<file path="src/rtl/frm_timer_pkg.sv">
// Package: register layout and shared types of the frame interval timer.
// Assumes a 32-bit register port; field positions are fixed by the layout.
package frm_timer_pkg;
    localparam int REG_W  = 32;
    localparam int IVL_W  = 14;
    localparam int LIM_W  = 15;
    localparam int RSV_W  = REG_W - 1 - LIM_W - IVL_W;   // gap between interval and limit
    localparam int LIM_LO = IVL_W + RSV_W;                // limit field low bit
    localparam int TOG_B  = REG_W - 1;                    // toggle bit position
    localparam int REM_PAD_W = REG_W - 1 - IVL_W;         // zero pad in remaining reg

    typedef enum logic {
        SEL_IVL = 1'b0,
        SEL_REM = 1'b1
    } reg_sel_e;

    typedef struct packed {
        logic             toggle;
        logic [LIM_W-1:0] limit;
        logic [IVL_W-1:0] ivl;
    } ivl_cfg_t;
endpackage

</file>
<file path="src/rtl/frm_cfg_regs.sv">
// Module: holds the software-written interval, packet limit and toggle.
// Assumes writes are single-cycle strobes; reserved bits are dropped on write.
module frm_cfg_regs
    import frm_timer_pkg::*;
#(
    parameter int unsigned NOMINAL_IVL = 11999
) (
    input  logic             clk,
    input  logic             rst_n,
    input  logic             wr_en_i,
    input  reg_sel_e         wr_sel_i,
    input  logic [REG_W-1:0] wdata_i,
    output ivl_cfg_t         cfg_o
);
    ivl_cfg_t cfg_q;

    // Capture interval-register writes; remaining-register writes never land here.
    always_ff @(posedge clk) begin
        if (!rst_n) begin
            cfg_q.toggle <= 1'b0;
            cfg_q.limit  <= '0;
            cfg_q.ivl    <= IVL_W'(NOMINAL_IVL);
        end else if (wr_en_i && (wr_sel_i == SEL_IVL)) begin
            cfg_q.toggle <= wdata_i[TOG_B];
            cfg_q.limit  <= wdata_i[LIM_LO +: LIM_W];
            cfg_q.ivl    <= wdata_i[IVL_W-1:0];
        end
    end

    assign cfg_o = cfg_q;

    AST_CFG_HOLD: assert property (@(posedge clk) disable iff (!rst_n)
        !(wr_en_i && wr_sel_i == SEL_IVL) |=> $stable(cfg_q));
endmodule

</file>
<file path="src/rtl/frm_countdown.sv">
// Module: bit-time down counter of the current frame with reload and SOF.
// Assumes tick_i is a one-clock strobe per bit time; reload happens on the
// tick that finds the count at zero, using the interval held at that edge.
module frm_countdown
    import frm_timer_pkg::*;
(
    input  logic             clk,
    input  logic             rst_n,
    input  logic             tick_i,
    input  logic [IVL_W-1:0] ivl_i,
    input  logic             toggle_i,
    output logic [IVL_W-1:0] rem_o,
    output logic             rem_tog_o,
    output logic             reload_o,
    output logic             sof_o
);
    logic [IVL_W-1:0] rem_q;
    logic             tog_q;
    logic             sof_q;
    logic             at_zero;

    // Detect the tick that ends the frame.
    always_comb begin
        at_zero  = (rem_q == '0);
        reload_o = tick_i && at_zero;
    end

    // Count down per tick, or reload and latch the toggle at frame end.
    always_ff @(posedge clk) begin
        if (!rst_n) begin
            rem_q <= '0;
            tog_q <= 1'b0;
        end else if (reload_o) begin
            rem_q <= ivl_i;
            tog_q <= toggle_i;
        end else if (tick_i) begin
            rem_q <= rem_q - IVL_W'(1);
        end
    end

    // Register the start-of-frame strobe for one clock.
    always_ff @(posedge clk) begin
        if (!rst_n) sof_q <= 1'b0;
        else        sof_q <= reload_o;
    end

    assign rem_o     = rem_q;
    assign rem_tog_o = tog_q;
    assign sof_o     = sof_q;

    AST_STEP_DOWN: assert property (@(posedge clk) disable iff (!rst_n)
        (tick_i && rem_q != '0) |=> (rem_q == $past(rem_q) - IVL_W'(1)) && !sof_q);
    AST_IDLE_HOLD: assert property (@(posedge clk) disable iff (!rst_n)
        !tick_i |=> $stable(rem_q) && !sof_q);
    AST_RELOAD_VALUE: assert property (@(posedge clk) disable iff (!rst_n)
        sof_q |-> (rem_q == $past(ivl_i)) && (tog_q == $past(toggle_i)));
endmodule

</file>
<file path="src/rtl/frm_number.sv">
// Module: wrapping frame number, advanced once per frame start.
// Assumes adv_i is high for one clock per frame boundary.
module frm_number #(
    parameter int unsigned FNUM_W = 16
) (
    input  logic              clk,
    input  logic              rst_n,
    input  logic              adv_i,
    output logic [FNUM_W-1:0] fnum_o
);
    logic [FNUM_W-1:0] fnum_q;

    // Advance the frame number; natural overflow gives the wrap to zero.
    always_ff @(posedge clk) begin
        if (!rst_n)     fnum_q <= '0;
        else if (adv_i) fnum_q <= fnum_q + FNUM_W'(1);
    end

    assign fnum_o = fnum_q;

    AST_FNUM_STILL: assert property (@(posedge clk) disable iff (!rst_n)
        !adv_i |=> $stable(fnum_q));
endmodule

</file>
<file path="src/rtl/pkt_budget.sv">
// Module: per-frame largest-packet budget, refilled at each frame start.
// Assumes xfer_i is one strobe per bit moved; a refill wins over a step.
module pkt_budget
    import frm_timer_pkg::*;
(
    input  logic             clk,
    input  logic             rst_n,
    input  logic             load_i,
    input  logic [LIM_W-1:0] limit_i,
    input  logic             xfer_i,
    output logic [LIM_W-1:0] budget_o,
    output logic             empty_o
);
    logic [LIM_W-1:0] bud_q;
    logic             bud_zero;

    // Flag an exhausted budget.
    always_comb bud_zero = (bud_q == '0);

    // Refill at frame start, otherwise step down and stop at zero.
    always_ff @(posedge clk) begin
        if (!rst_n)                  bud_q <= '0;
        else if (load_i)             bud_q <= limit_i;
        else if (xfer_i && !bud_zero) bud_q <= bud_q - LIM_W'(1);
    end

    assign budget_o = bud_q;
    assign empty_o  = bud_zero;

    AST_NO_UNDERFLOW: assert property (@(posedge clk) disable iff (!rst_n)
        (!load_i && bud_q == '0) |=> bud_q == '0);
    AST_REFILL: assert property (@(posedge clk) disable iff (!rst_n)
        load_i |=> bud_q == $past(limit_i));
endmodule

</file>
<file path="src/rtl/usb_frame_timer.sv">
// Module: top of the full-speed frame interval timer. Ties the config
// register, frame countdown, frame number and packet budget together and
// serves the combinational register readback.
// Assumes a single clock domain and one register access per clock.
module usb_frame_timer
    import frm_timer_pkg::*;
#(
    parameter int unsigned NOMINAL_IVL = 11999,
    parameter int unsigned FNUM_W      = 16
) (
    input  logic              clk,
    input  logic              rst_n,
    input  logic              reg_wr_en,
    input  logic              reg_sel,
    input  logic [REG_W-1:0]  reg_wdata,
    output logic [REG_W-1:0]  reg_rdata,
    input  logic              bit_tick,
    input  logic              bit_xfer,
    output logic              sof_pulse,
    output logic [FNUM_W-1:0] frame_num,
    output logic [LIM_W-1:0]  pkt_budget,
    output logic              pkt_budget_empty
);
    reg_sel_e         sel;
    ivl_cfg_t         cfg;
    logic [IVL_W-1:0] rem;
    logic             rem_tog;
    logic             reload;

    assign sel = reg_sel_e'(reg_sel);

    frm_cfg_regs #(.NOMINAL_IVL(NOMINAL_IVL)) u_cfg (
        .clk      (clk),
        .rst_n    (rst_n),
        .wr_en_i  (reg_wr_en),
        .wr_sel_i (sel),
        .wdata_i  (reg_wdata),
        .cfg_o    (cfg)
    );

    frm_countdown u_cnt (
        .clk       (clk),
        .rst_n     (rst_n),
        .tick_i    (bit_tick),
        .ivl_i     (cfg.ivl),
        .toggle_i  (cfg.toggle),
        .rem_o     (rem),
        .rem_tog_o (rem_tog),
        .reload_o  (reload),
        .sof_o     (sof_pulse)
    );

    frm_number #(.FNUM_W(FNUM_W)) u_fnum (
        .clk    (clk),
        .rst_n  (rst_n),
        .adv_i  (reload),
        .fnum_o (frame_num)
    );

    pkt_budget u_bud (
        .clk      (clk),
        .rst_n    (rst_n),
        .load_i   (reload),
        .limit_i  (cfg.limit),
        .xfer_i   (bit_xfer),
        .budget_o (pkt_budget),
        .empty_o  (pkt_budget_empty)
    );

    // Read mux: reserved and pad bits always return zero.
    always_comb begin
        unique case (sel)
            SEL_IVL: reg_rdata = {cfg.toggle, cfg.limit, {RSV_W{1'b0}}, cfg.ivl};
            SEL_REM: reg_rdata = {rem_tog, {REM_PAD_W{1'b0}}, rem};
            default: reg_rdata = '0;
        endcase
    end

    AST_FRAME_STEP: assert property (@(posedge clk) disable iff (!rst_n)
        sof_pulse |-> frame_num == FNUM_W'($past(frame_num) + 1'b1));
    AST_SOF_REFILL: assert property (@(posedge clk) disable iff (!rst_n)
        sof_pulse |-> pkt_budget == $past(cfg.limit));
endmodule

</file>
<file path="config.mk">
export PLATFORM = sky130hd
export DESIGN_NAME = usb_frame_timer
export DESIGN_NICKNAME = d
export VERILOG_FILES = /design/src/rtl/frm_timer_pkg.sv /design/src/rtl/frm_cfg_regs.sv /design/src/rtl/frm_countdown.sv /design/src/rtl/frm_number.sv /design/src/rtl/pkt_budget.sv /design/src/rtl/usb_frame_timer.sv
export SDC_FILE = /design/constraint.sdc
export NUM_CORES = 1
export LEC_CHECK = 0
export ABC_AREA = 1
export BUFFER_PORTS_ARGS = -buffer_cell sky130_fd_sc_hd__buf_2
export CORE_ASPECT_RATIO = 0.9
export CORE_MARGIN = 4
export CORE_UTILIZATION = 45
export DETAILED_ROUTE_END_ITERATION = 10
export GPL_TIMING_DRIVEN = 0
export PLACE_DENSITY = 0.68
export SLEW_MARGIN = 20
export SYNTH_ARGS = -nofsm -noshare
export SYNTH_HDL_FRONTEND = slang
export SYNTH_HIERARCHICAL = 1
export SYNTH_SLANG_ARGS = --single-unit
</file>
<file path="constraint.sdc">
create_clock -name clk -period 4.2 [get_ports clk]
set_input_delay 0.21 -clock clk [delete_from_list [all_inputs] [get_ports clk]]
set_output_delay 0.21 -clock clk [all_outputs]
set_load 0.005 [all_outputs]
</file>
==> run metrics <==
crit path DAT 2.51 ns; GR Util All Layers 0.219; Primary FF master, synth dfxtp_1; Vert. Die Dim about 110 um; #FFs+latches synth 77; Min Hold Slack 0.115 ns; synthesized instance count around 770; WL per Instance 13.2 um; Worst setup SP type flop; maximum vdd drop approximately 0.30 mV; Slew Limit Fails 0; GR Util met2 0.345; grt met1 use 0.299; register area share after synthesis 0.325; worst skew pair latency between 0.3 and 0.4 ns; crit path kind flop to flop; Cell variety after synth 32; internal power 1.83 mW; drt first-iter violations roughly 410; Final Hold Vio Count 0; switching share of power 0.380; met3 usage 0.0482; Pwr Density ~500 nW/um^2; Flop pwr share 0.327; initial antenna violation count 0; final setup violating endpoints 0; Placed Cells roughly 1,000; Fin Setup TNS 0 ns; Worst Path Required 4.47 ns; EDFF count, synth 0; r2r startpoint u_cnt/rem_o[0]; Worst R2R End u_bud/budget_o[2]; CP Max Fanout 10; largest net degree at the start of global routing 16; Final Non-Filler Cells 1,011; TritonCTS clock tree yes; share of cells above drive strength 1 0.222; measured slew at the worst slew-check pin 0.576 ns; Total Power around 2.9 mW; vias per cell around 5.0; drt first pass iters 7; global-route wire length before repair about 22,000 um; Detail Placement HPWL just over 10,000 um; r2r setup slk 1.96 ns; design area about 5700 um^2; Post-CTS Setup Bufs 0; Layout area overhead 20.9%; DR DRC count 0; clk sink count 77; Hold EP u_cfg/cfg_o[1]; ANT nets after route 0; die width roughly 120 um; die area approximately 12,000 um^2; Yosys Warn Count 6; via count 5,055; ANT cells 0; vias in the first global route between 4,000 and 5,000; hold_buf cts 0; Switching Power about 1.1 mW; Post-DP Area ~5400 um^2; Max-slew headroom 0.616; Max Buffers Root-to-Sink 2; FP Rows 35; RSZ-0062 raised after global routing no; Worst R2R Path Depth 14; Worst setup EP type flop; clk root buf clkbuf_16; GR Overflow Total 0; nets between 900 and 1,000; CTS-repair resized insts 0; final WL 13,400 um; Reg clk slew, reported paths 0.06 ns; Starting Density 0.463; Clock Power Share 0.303; MaxCap Viol Count 0; average instance area after synthesis ~6.2 um^2; static leakage 2.93 nW; outcome finished, final reports clean; minimum clock period 2.24 ns; gp weighted congestion ~0.94; fill count 1,044; Mapped Area about 4700 um^2; I/O pins slightly above 100; htree depth 3; FMAX roughly 450 MHz; Top Usage Layer GRT met2; number of buffers created by CTS 9; I/O Buffers between 90 and 100; hold path start reg_wdata[1]; final period utilization 0.534; core area about 10,000 um^2; Gate power share 0.370; ys async rst share 0; Worst Skew about 0.007 ns; Hold Path Cell Cnt 3; Hold Path Class primary input to flop
## how the worst max path moves through the flow
stage / startpoint / end / cells after the start
2_1_floorplan: u_cnt/rem_o[0] / u_fnum/fnum_o[13] / 16
3_3_place_gp: u_cnt/rem_o[0] / u_bud/budget_o[10] / 15
3_5_place_dp: u_cnt/rem_o[0] / u_bud/budget_o[10] / 15
4_1_cts: u_cnt/rem_o[0] / u_bud/budget_o[10] / 15
5_1_grt: u_cnt/rem_o[0] / u_bud/budget_o[10] / 15
6_report: u_cnt/rem_o[0] / u_bud/budget_o[2] / 14
## through the flow
stage	setup WS, ns	util
CTS	1.96	0.559
global placement	2.01	0.526
global route	1.72	0.559
floorplan	2.39	-
detailed placement	1.97	0.526
finish	1.96	0.559
## cell type report
| class | count | area, um^2 | area share |
|---|---|---|---|
| clock buffers | 10 | 229 | 0.0399 |
| well taps | 129 | 161 | 0.0282 |
| repair buffers | 97 | 485 | 0.0847 |
| multi-input cells | 556 | 2640 | 0.460 |
| flip-flops and latches | 77 | 1540 | 0.269 |
| clock inverters | 6 | 111 | 0.0194 |
| inverters | 104 | 390 | 0.0681 |
| plain buffers | 32 | 178 | 0.0310 |
## layer usage
metal | up-vias | wire length [um]
li1 | 2596 | -
met1 | 2288 | 6290
met2 | 159 | 6000
met3 | 12 | 918
met4 | 0 | 159
met5 | - | 0
## worst max-delay path: stages (launching register included)
cell and delay (ns):
dfxtp_1 0.38, inv_1 0.10, ha_1 0.22, nand2_2 0.07
inv_2 0.03, nand2_2 0.06, nor2_4 0.06, nand3_2 0.14
inv_2 0.09, inv_1 0.18, clkbuf_1 0.41, o21ai_0 0.20
nand2_1 0.10, nor2_1 0.05, nor2_1 0.09
## cells in the final DEF (no fill, tap or decap), types with 3 or more instances in the layout
cell type  instances
inv_2              9
clkbuf_16          9
bufinv_16          3
nand4_1            3
nand3_2            9
a21oi_1           28
o21ai_0           22
buf_4              8
clkbuf_1          11
inv_1             95
o21ai_1            7
nand3_1           88
nor2_1           129
or2_2              5
nand3b_1           9
ha_1               4
nor3_1             7
nor2_4            10
nor2_2            12
nand2_1          193
nand2_2           15
buf_2            107
dfxtp_1           77
## power groups by stage
| stage | sequential, mW | clock (mW) | combinational, mW |
|---|---|---|---|
| 2_1_floorplan | 0.945 | 0 | 0.805 |
| 3_3_place_gp | 0.971 | 0 | 1.05 |
| 3_5_place_dp | 0.976 | 0 | 1.07 |
| 4_1_cts | 0.961 | 0.908 | 1.08 |
| 5_1_grt | 0.979 | 0.936 | 1.23 |
| 6_report | 0.962 | 0.893 | 1.09 |
## cells in the mapped netlist (all sizes together) (2+ instances only)
master	number	share of area
nand2	211	0.18
buf	22	0.030
nor2	151	0.14
nand3b	9	0.014
a31oi	2	0.0026
or2	5	0.0066
nand4	3	0.0040
o21ai	29	0.031
inv	104	0.082
ha	4	0.011
and2	2	0.0026
clkbuf	10	0.0079
o22ai	2	0.0026
dfxtp	77	0.33
nand3	98	0.12
nor3	7	0.0074
o21bai	2	0.0032
a21oi	28	0.030
## registers in the layout, indices dropped and copies added, names as in the netlist
signal / flops
u_cnt/sof_o: 1
u_fnum/fnum_o: 16
u_cnt/rem_o: 14
u_cfg/cfg_o: 30
u_cnt/rem_tog_o: 1
u_bud/budget_o: 15
## kinds of logic after synthesis
group | Yosys count | synth area share
simple gates | 487 | 0.475
buf+inv | 136 | 0.120
flops | 77 | 0.325
other cells | 1 | 0.000791
compound gates | 63 | 0.0686
fa+ha+maj | 4 | 0.0106
Power figures use the tool's default switching activity.
